$ cat src/rtl/sdram_rd_pkg.sv
package sdram_rd_pkg;
  typedef logic [3:0] sdcmd_t;

  localparam sdcmd_t SDC_NOP  = 4'b0111;
  localparam sdcmd_t SDC_ACT  = 4'b0011;
  localparam sdcmd_t SDC_READ = 4'b0101;
  localparam sdcmd_t SDC_PRE  = 4'b0010;

  localparam int BURST_LEN = 4;
  localparam int AP_BIT    = 10;

  typedef enum logic [2:0] {ST_IDLE, ST_REQ, ST_RCD, ST_BURST, ST_TRP} rd_state_e;
  typedef enum logic [1:0] {NX_DONE, NX_BREAK, NX_TURN} after_pre_e;
endpackage

$ cat src/rtl/sdram_rd_cursor.sv
module sdram_rd_cursor
  import sdram_rd_pkg::*;
#(
  parameter int ROW_W  = 13,
  parameter int COL_W  = 9,
  parameter int BANK_W = 2,
  parameter int LEN_W  = 8
) (
  input  logic              clk,
  input  logic              rst_n,
  input  logic              load,
  input  logic [ROW_W-1:0]  ld_row,
  input  logic [COL_W-1:0]  ld_col,
  input  logic [BANK_W-1:0] ld_bank,
  input  logic [LEN_W-1:0]  ld_len,
  input  logic              step,
  output logic [ROW_W-1:0]  row,
  output logic [COL_W-1:0]  col,
  output logic [BANK_W-1:0] bank,
  output logic              last,
  output logic              edge_hit
);
  localparam logic [COL_W-1:0] COL_STEP = COL_W'(BURST_LEN);
  localparam logic [COL_W-1:0] COL_LAST = COL_W'((1 << COL_W) - BURST_LEN);
  localparam logic [COL_W-1:0] COL_MASK = ~COL_W'(BURST_LEN - 1);

  logic [LEN_W:0] left;

  always_ff @(posedge clk or negedge rst_n) begin
    if (!rst_n) begin
      row  <= '0;
      col  <= '0;
      bank <= '0;
      left <= '0;
    end else if (load) begin
      row  <= ld_row;
      col  <= ld_col & COL_MASK;
      bank <= ld_bank;
      left <= {1'b0, ld_len} + 1'b1;
    end else if (step) begin
      col  <= col + COL_STEP;
      if (col == COL_LAST) row <= row + 1'b1;
      left <= left - 1'b1;
    end
  end

  assign last     = (left == '0);
  assign edge_hit = (col == '0);


  no_overstep_chk: assert property (@(posedge clk) disable iff (!rst_n)
    step |-> (left != '0));

  col_align_chk: assert property (@(posedge clk) disable iff (!rst_n)
    (col & ~COL_MASK) == '0);
endmodule

$ cat src/rtl/sdram_rd_capture.sv
module sdram_rd_capture #(
  parameter int DQ_W = 16
) (
  input  logic            clk,
  input  logic            rst_n,
  input  logic            beat_live,
  input  logic            cl3,
  input  logic [DQ_W-1:0] dq_in,
  output logic [DQ_W-1:0] rd_data,
  output logic            rd_valid
);
  localparam int MAX_CL = 3;

  logic [MAX_CL-1:0] live_q;
  logic              tap;

  assign tap = cl3 ? live_q[MAX_CL-1] : live_q[MAX_CL-2];

  always_ff @(posedge clk or negedge rst_n) begin
    if (!rst_n) begin
      live_q   <= '0;
      rd_valid <= 1'b0;
      rd_data  <= '0;
    end else begin
      live_q   <= {live_q[MAX_CL-2:0], beat_live};
      rd_valid <= tap;
      if (tap) rd_data <= dq_in;
    end
  end


  data_align3_chk: assert property (@(posedge clk) disable iff (!rst_n)
    (cl3 && rd_valid) |-> $past(beat_live, 4));

  data_align2_chk: assert property (@(posedge clk) disable iff (!rst_n)
    (!cl3 && rd_valid) |-> $past(beat_live, 3));
endmodule

$ cat src/rtl/sdram_rd_seq.sv
module sdram_rd_seq
  import sdram_rd_pkg::*;
#(
  parameter int ROW_W  = 13,
  parameter int COL_W  = 9,
  parameter int ADDR_W = 13,
  parameter int TRCD   = 3,
  parameter int TRP    = 2
) (
  input  logic              clk,
  input  logic              rst_n,
  input  logic              job_go,
  input  logic              arb_grant,
  input  logic              refresh_pending,
  input  logic              sink_room,
  input  logic [ROW_W-1:0]  cur_row,
  input  logic [COL_W-1:0]  cur_col,
  input  logic              cur_last,
  input  logic              cur_edge,
  output sdcmd_t            cmd,
  output logic [ADDR_W-1:0] addr,
  output logic              arb_req,
  output logic              brk,
  output logic              done,
  output logic              idle,
  output logic              step,
  output logic              beat_live
);
  localparam int TMAX = (TRCD > TRP) ? TRCD : TRP;
  localparam int TW   = $clog2(TMAX + 1);
  localparam logic [ADDR_W-1:0] PRE_ADDR = ADDR_W'(1) << AP_BIT;

  rd_state_e  st;
  after_pre_e nxt;
  logic [TW-1:0] tcnt;
  logic [1:0]    beat;

  logic take, boundary, hold_off, rcd_ok, more;
  logic [ADDR_W-1:0] act_addr, rd_addr;

  assign arb_req   = (st == ST_REQ) && sink_room;
  assign take      = arb_req && arb_grant;
  assign boundary  = (st == ST_BURST) && (beat == 2'd3);
  assign hold_off  = refresh_pending || !sink_room;
  assign rcd_ok    = (st == ST_RCD) && (tcnt == TW'(TRCD));
  assign more      = boundary && !cur_last && !hold_off && !cur_edge;
  assign step      = rcd_ok || more;
  assign beat_live = (st == ST_BURST);
  assign idle      = (st == ST_IDLE);
  assign act_addr  = ADDR_W'(cur_row);
  assign rd_addr   = ADDR_W'(cur_col);

  always_ff @(posedge clk or negedge rst_n) begin
    if (!rst_n) begin
      st   <= ST_IDLE;
      nxt  <= NX_DONE;
      tcnt <= '0;
      beat <= '0;
      cmd  <= SDC_NOP;
      addr <= '0;
      brk  <= 1'b0;
      done <= 1'b0;
    end else begin
      cmd  <= SDC_NOP;
      addr <= '0;
      brk  <= 1'b0;
      done <= 1'b0;
      case (st)
        ST_IDLE: if (job_go) st <= ST_REQ;
        ST_REQ: begin
          if (take) begin
            cmd  <= SDC_ACT;
            addr <= act_addr;
            st   <= ST_RCD;
            tcnt <= TW'(1);
          end
        end
        ST_RCD: begin
          if (rcd_ok) begin
            cmd  <= SDC_READ;
            addr <= rd_addr;
            st   <= ST_BURST;
            beat <= '0;
          end else begin
            tcnt <= tcnt + 1'b1;
          end
        end
        ST_BURST: begin
          beat <= beat + 1'b1;
          if (more) begin
            cmd  <= SDC_READ;
            addr <= rd_addr;
          end else if (boundary) begin
            cmd  <= SDC_PRE;
            addr <= PRE_ADDR;
            st   <= ST_TRP;
            tcnt <= TW'(1);
            if (cur_last)      nxt <= NX_DONE;
            else if (hold_off) nxt <= NX_BREAK;
            else               nxt <= NX_TURN;
          end
        end
        ST_TRP: begin
          if (tcnt == TW'(TRP)) begin
            case (nxt)
              NX_DONE: begin
                done <= 1'b1;
                st   <= ST_IDLE;
              end
              NX_BREAK: begin
                brk <= 1'b1;
                st  <= ST_REQ;
              end
              default: begin
                cmd  <= SDC_ACT;
                addr <= act_addr;
                st   <= ST_RCD;
                tcnt <= TW'(1);
              end
            endcase
          end else begin
            tcnt <= tcnt + 1'b1;
          end
        end
        default: st <= ST_IDLE;
      endcase
    end
  end

  // cycles since the last ACTIVE on the bus, saturating at TRCD
  logic [TW-1:0] act_age;
  always_ff @(posedge clk or negedge rst_n) begin
    if (!rst_n)                                   act_age <= '0;
    else if (cmd == SDC_ACT)                      act_age <= TW'(1);
    else if (act_age != '0 && act_age < TW'(TRCD)) act_age <= act_age + 1'b1;
  end


  legal_cmd_chk: assert property (@(posedge clk) disable iff (!rst_n)
    cmd == SDC_NOP || cmd == SDC_ACT || cmd == SDC_READ || cmd == SDC_PRE);

  rcd_gap_chk: assert property (@(posedge clk) disable iff (!rst_n)
    (cmd == SDC_READ) |-> (act_age == TW'(TRCD)));

  read_space_chk: assert property (@(posedge clk) disable iff (!rst_n)
    (cmd == SDC_READ) |-> ($past(cmd, 1) != SDC_READ && $past(cmd, 2) != SDC_READ
                           && $past(cmd, 3) != SDC_READ));

  pre_all_chk: assert property (@(posedge clk) disable iff (!rst_n)
    (cmd == SDC_PRE) |-> addr[AP_BIT]);

  req_drop_chk: assert property (@(posedge clk) disable iff (!rst_n)
    (arb_req && arb_grant) |=> !arb_req);

  single_end_chk: assert property (@(posedge clk) disable iff (!rst_n)
    !(brk && done));

  room_gate_chk: assert property (@(posedge clk) disable iff (!rst_n)
    !sink_room |-> !arb_req);
endmodule

$ cat src/rtl/sdram_burst_reader.sv
module sdram_burst_reader
  import sdram_rd_pkg::*;
#(
  parameter int ROW_W  = 13,
  parameter int COL_W  = 9,
  parameter int BANK_W = 2,
  parameter int LEN_W  = 8,
  parameter int DQ_W   = 16,
  parameter int TRCD   = 3,
  parameter int TRP    = 2,
  parameter int ADDR_W = (ROW_W > 11) ? ROW_W : 11
) (
  input  logic              clk,
  input  logic              rst_n,
  input  logic              cl3,
  input  logic              job_valid,
  output logic              job_ready,
  input  logic [ROW_W-1:0]  job_row,
  input  logic [COL_W-1:0]  job_col,
  input  logic [BANK_W-1:0] job_bank,
  input  logic [LEN_W-1:0]  job_bursts,
  input  logic              sink_room,
  output logic              arb_req,
  input  logic              arb_grant,
  input  logic              refresh_pending,
  output logic              yield_pulse,
  output logic              xfer_done,
  output logic [3:0]        sd_cmd,
  output logic [ADDR_W-1:0] sd_addr,
  output logic [BANK_W-1:0] sd_bank,
  input  logic [DQ_W-1:0]   sd_dq,
  output logic              rd_valid,
  output logic [DQ_W-1:0]   rd_data
);
  logic job_go, idle, step, beat_live, cur_last, cur_edge;
  logic [ROW_W-1:0] cur_row;
  logic [COL_W-1:0] cur_col;
  sdcmd_t cmd;

  assign job_ready = idle;
  assign job_go    = job_valid && idle;
  assign sd_cmd    = cmd;

  sdram_rd_cursor #(.ROW_W(ROW_W), .COL_W(COL_W), .BANK_W(BANK_W), .LEN_W(LEN_W)) u_cursor (
    .clk(clk), .rst_n(rst_n), .load(job_go), .ld_row(job_row), .ld_col(job_col),
    .ld_bank(job_bank), .ld_len(job_bursts), .step(step), .row(cur_row), .col(cur_col),
    .bank(sd_bank), .last(cur_last), .edge_hit(cur_edge)
  );

  sdram_rd_seq #(.ROW_W(ROW_W), .COL_W(COL_W), .ADDR_W(ADDR_W), .TRCD(TRCD), .TRP(TRP)) u_seq (
    .clk(clk), .rst_n(rst_n), .job_go(job_go), .arb_grant(arb_grant),
    .refresh_pending(refresh_pending), .sink_room(sink_room), .cur_row(cur_row),
    .cur_col(cur_col), .cur_last(cur_last), .cur_edge(cur_edge), .cmd(cmd), .addr(sd_addr),
    .arb_req(arb_req), .brk(yield_pulse), .done(xfer_done), .idle(idle), .step(step),
    .beat_live(beat_live)
  );

  sdram_rd_capture #(.DQ_W(DQ_W)) u_capture (
    .clk(clk), .rst_n(rst_n), .beat_live(beat_live), .cl3(cl3), .dq_in(sd_dq),
    .rd_data(rd_data), .rd_valid(rd_valid)
  );


  job_ready_chk: assert property (@(posedge clk) disable iff (!rst_n)
    (job_valid && job_ready) |=> !job_ready);

  quiet_idle_chk: assert property (@(posedge clk) disable iff (!rst_n)
    job_ready |-> (sd_cmd == SDC_NOP || xfer_done || $past(xfer_done) == 1'b0));
endmodule

$ cat config.mk
export PLATFORM = sky130hd
export DESIGN_NAME = sdram_burst_reader
export DESIGN_NICKNAME = d
export VERILOG_FILES = /design/src/rtl/sdram_rd_pkg.sv /design/src/rtl/sdram_rd_cursor.sv /design/src/rtl/sdram_rd_capture.sv /design/src/rtl/sdram_rd_seq.sv /design/src/rtl/sdram_burst_reader.sv
export SDC_FILE = /design/constraint.sdc
export NUM_CORES = 1
export LEC_CHECK = 0
export BUFFER_PORTS_ARGS = -buffer_cell sky130_fd_sc_hd__buf_2
export CAP_MARGIN = 20
export CORE_ASPECT_RATIO = 1.2
export CORE_MARGIN = 3
export CORE_UTILIZATION = 54
export CTS_CLUSTER_SIZE = 40
export DETAILED_ROUTE_END_ITERATION = 8
export GPL_ROUTABILITY_DRIVEN = 1
export GPL_TIMING_DRIVEN = 0
export PLACE_DENSITY = 0.8
export RECOVER_POWER = 25
export SKIP_LAST_GASP = 1
export SLEW_MARGIN = 20
export SYNTH_ARGS = -nofsm -noshare
export SYNTH_HDL_FRONTEND = slang
export SYNTH_SLANG_ARGS = --single-unit
$ cat constraint.sdc
create_clock -name clk -period 2.73 [get_ports clk]
set_clock_uncertainty 0.15 [all_clocks]
set_input_delay 0.4095 -clock clk [delete_from_list [all_inputs] [get_ports clk]]
set_output_delay 0.4095 -clock clk [all_outputs]
set_load 0.01 [all_outputs]
==> impl_metrics.tcl <==
set metrics [dict create \
    drt_wl_total_mm 9.29 \
    max-vdd-ir-drop_v 0.000590 \
    drt_iter0_drc 177 \
    synthesis.instances 385 \
    critical_path.max_fanout 10 \
    flow.area_growth_from_synthesis_pct 20.0 \
    failed_checks "max-capacitance violations, max-slew violations" \
    place.port_buffers 91 \
    final_nets 555 \
    finalWorstPathRequiredPeriod_ns 2.58 \
    ys_dominant_reg_cell "sky130_fd_sc_hd__dfrtp_1" \
    cts.sinks 78 \
    timing.critical_path.buf_inv 4 \
    timing.final.setup_violations 0 \
    post_route_fraction_of_the_period_consumed_by_the_critical_path_pct 94.4 \
    cp_cell_sequence "inv_1 -> ha_1 -> or4b_1 -> nor3_2 -> o41ai_4 -> inv_2 -> buf_4 -> buf_6 -> xnor2_1 -> mux2i_1" \
    syn-num-nets 451 \
    async_reset_ff_share_pct 100 \
    starting_density_of_the_core_pct 56.6 \
    die_w_um 84.1 \
    worst-endpoint-arrival_ns 2.64 \
    die_height_um 99.7 \
    antenna_cells 0 \
    worstSetupPathType "reg -> reg" \
    timing.critical_path.max_delay_family "simple AND/OR/NAND/NOR gates" \
    gpl.final_weighted_congestion 0.886 \
    detailed_place_hpwl_mm 6.86 \
    antenna_violations_before_repair 0 \
    grt_first_pass_wirelength_mm 15.5 \
    final-max-slew-violation-count 32 \
    clockRootBuffer "sky130_fd_sc_hd__clkbuf_8" \
    grt.total_usage_pct 22.9 \
    crit_path_end_kind "register" \
    syn_area_um2 3950 \
    cp.required_ns 2.79 \
    cts.path.max_buffers 2 \
    grt_pass1_vias 3279 \
    hold_class "in -> reg" \
    final_layout_size_suffix_gt1_share_pct 28.9 \
    design.core.area_um2 6980 \
    design.die.area_um2 8380 \
    power_density_nw_per_um2 988 \
    timing.final.hold_violations 0 \
    total_power_uw 4680 \
    row_count 33 \
    status "finished, violations left" \
    drt_pre_antenna_iters 4 \
    count_of_warnings_emitted_by_yosys 0 \
    avgSynthCellArea_um2 10.3 \
    cts_inserted_buffers 9 \
    cts.repair_timing.setup_buffer_count 0 \
    htreeDepth 3 \
    synth_seq_cells 78 \
    max_freq_mhz 388 \
    max-slew-margin-rel_pct -18.2 \
    routedWlPerCell_um 16.0 \
    synth_seq_area_share_pct 49.5 \
    routed_vias 3318 \
    drt.antenna.violating_nets 0 \
    tns_ns 0 \
    critical_path.slowest_cell "sky130_fd_sc_hd__or4b_1" \
    insertion_delay_ns 0.35 \
    crit_path_max_incr_delay_ns 0.45 \
    worstSetupStartpointType "register" \
    tightestPinTransition_ns 1.77 \
    vias_per_cell 5.71 \
    clkTransAtPathRegs_ns 0.09 \
    design.portCount 95 \
    grt_overflow_total 0 \
    cts_tree "built" \
    number_of_synthesized_flops_with_an_enable_pin 0 \
    max_cap_violations 1 \
    yosysUniqueCellTypes 60 \
    grt_start_max_net_pins 49 \
    detail_route.drc_violations 0 \
    rsz_0062_raised_after_global_routing "false" \
    static-leakage-power_uw 0.00212 \
]
[repair_timing]
action,in CTS,in global routing
gates resized for setup,0,0
hold buffers,1,0
hold endpoints to repair,29,0
[worst reg2reg max path, cell delays in order (launching register included)]
cell,delay (ns)
sky130_fd_sc_hd__dfrtp_1,0.42
sky130_fd_sc_hd__inv_1,0.12
sky130_fd_sc_hd__ha_1,0.16
sky130_fd_sc_hd__or4b_1,0.45
sky130_fd_sc_hd__nor3_2,0.32
sky130_fd_sc_hd__o41ai_4,0.13
sky130_fd_sc_hd__inv_2,0.12
sky130_fd_sc_hd__buf_4,0.19
sky130_fd_sc_hd__buf_6,0.16
sky130_fd_sc_hd__xnor2_1,0.13
sky130_fd_sc_hd__mux2i_1,0.09
[worst paths after layout]
| kind | start | to | slack [ns] | depth (start not counted) |
|---|---|---|---|---|
| hold / removal | job_bank[0] | u_cursor.bank[0] | 0.10 | 3 |
| min in group asynchronous | rst_n | u_seq.tcnt[1] | 0.92 | 2 |
| hold reg to reg | u_capture.live_q[0] | u_capture.live_q[1] | 0.22 | 0 |
| setup reg to reg | u_cursor.col[3] | u_cursor.left[0] | 0.15 | 10 |
| setup / recovery | u_cursor.col[3] | u_cursor.left[0] | 0.15 | 10 |
| max in group asynchronous | rst_n | u_seq.cmd[0] | 0.31 | 3 |
[per-stage QoR]
step                      setup WS [ns]  hold WS (ns)  util [%]  std cells  cell area [um^2]
final                             0.152         0.102      67.9        581              4740
after global routing            0.00896         0.114      67.9        581              4740
after CTS                         0.152        0.0921      68.2        581              4760
after detailed placement          0.181         0.211      65.1        564              4540
after global placement            0.222         0.182      64.7        563              4510
after floorplan                   0.474       -0.0361         -        385              3950
[placed cells by master, fill, tap and decap left out, types with 6 or more instances in the layout]
master                      count
sky130_fd_sc_hd__a31oi_1       10
sky130_fd_sc_hd__dfrtp_1       75
sky130_fd_sc_hd__o21ai_0       10
sky130_fd_sc_hd__ha_1          11
sky130_fd_sc_hd__a21oi_1       14
sky130_fd_sc_hd__inv_1         15
sky130_fd_sc_hd__nand2_1       40
sky130_fd_sc_hd__o31ai_1        6
sky130_fd_sc_hd__clkbuf_1      14
sky130_fd_sc_hd__a2111oi_0      7
sky130_fd_sc_hd__xnor2_1       14
sky130_fd_sc_hd__and2_1         8
sky130_fd_sc_hd__clkbuf_8      10
sky130_fd_sc_hd__or3_1          8
sky130_fd_sc_hd__buf_2         92
sky130_fd_sc_hd__mux2_2        17
sky130_fd_sc_hd__nor2_1        23
sky130_fd_sc_hd__nand3_1       12
sky130_fd_sc_hd__o21ai_1       11
[cell type report]
class | instances | area [um^2]
clock inverters | 6 | 68.8
well taps | 87 | 109
multi-input cells | 271 | 1830
repair buffers | 93 | 475
clock buffers | 10 | 138
fillers | 549 | 2240
flip-flops and latches | 78 | 1960
plain buffers | 19 | 92.6
inverters | 17 | 65.1
[power by group]
group	switching [uW]	total, uW	internal, uW
clock network	438	888	450
logic	995	1800	809
registers	370	1990	1620
total	1800	4680	2880
[registers in the layout (all words and copies together) (netlist names)]
signal and cells:
u_cursor.bank 2, u_cursor.row 13, u_seq.addr 13, u_capture.rd_data 16
u_capture.live_q 3, u_seq.done 1, u_seq.cmd 3, u_seq.brk 1
u_seq.beat 2, u_cursor.left 9, u_seq.nxt 2, u_seq.tcnt 2
u_seq.st 3, u_capture.rd_valid 1, u_cursor.col 7
[logic make-up (layout without fill, tap and decap cells)]
group                    after synthesis  count (layout)  share of synthesized area, %
AND/OR/NAND/NOR                      134             134                          17.8
AO/OA/AOI/OAI                         87              87                          15.5
flip-flops                            78              78                          49.5
buffers and inverters                 36             145                          3.99
multiplexers                          20              20                          5.61
XOR/XNOR                              18              18                          3.99
adder cells (fa/ha/maj)               11              11                          3.49
other                                  1               1                        0.0950
[cells in the mapped netlist, drive strengths merged (4+ instances only)]
library cell,number,area share (%)
dfrtp,75,48
nand2,42,4.1
nor2,23,2.2
o21ai,21,2.7
mux2,17,4.8
inv,16,1.5
a21oi,14,1.8
xnor2,14,3.1
clkbuf,13,1.2
nand3,12,1.5
ha,11,3.5
a31oi,10,1.6
and2,8,1.3
or3,8,1.3
a2111oi,7,1.6
buf,6,1.1
nor3,6,0.89
o31ai,6,1.1
a22o,5,1.1
nand2b,5,0.79
nand4,5,0.79
or4,5,0.95
a211oi,4,0.76
xor2,4,0.89
[routing by layer]
metal  global-route usage [%]  vias to the layer above  part of all wire [%]
met4                     9.16                        0                   1.9
met5                        0                        -                     0
met1                     29.7                     1578                    43
met3                     3.15                       15                   5.4
met2                     38.9                      127                    50
li1                         -                     1598                     -
No activity file was read; power rests on OpenSTA's default activity.
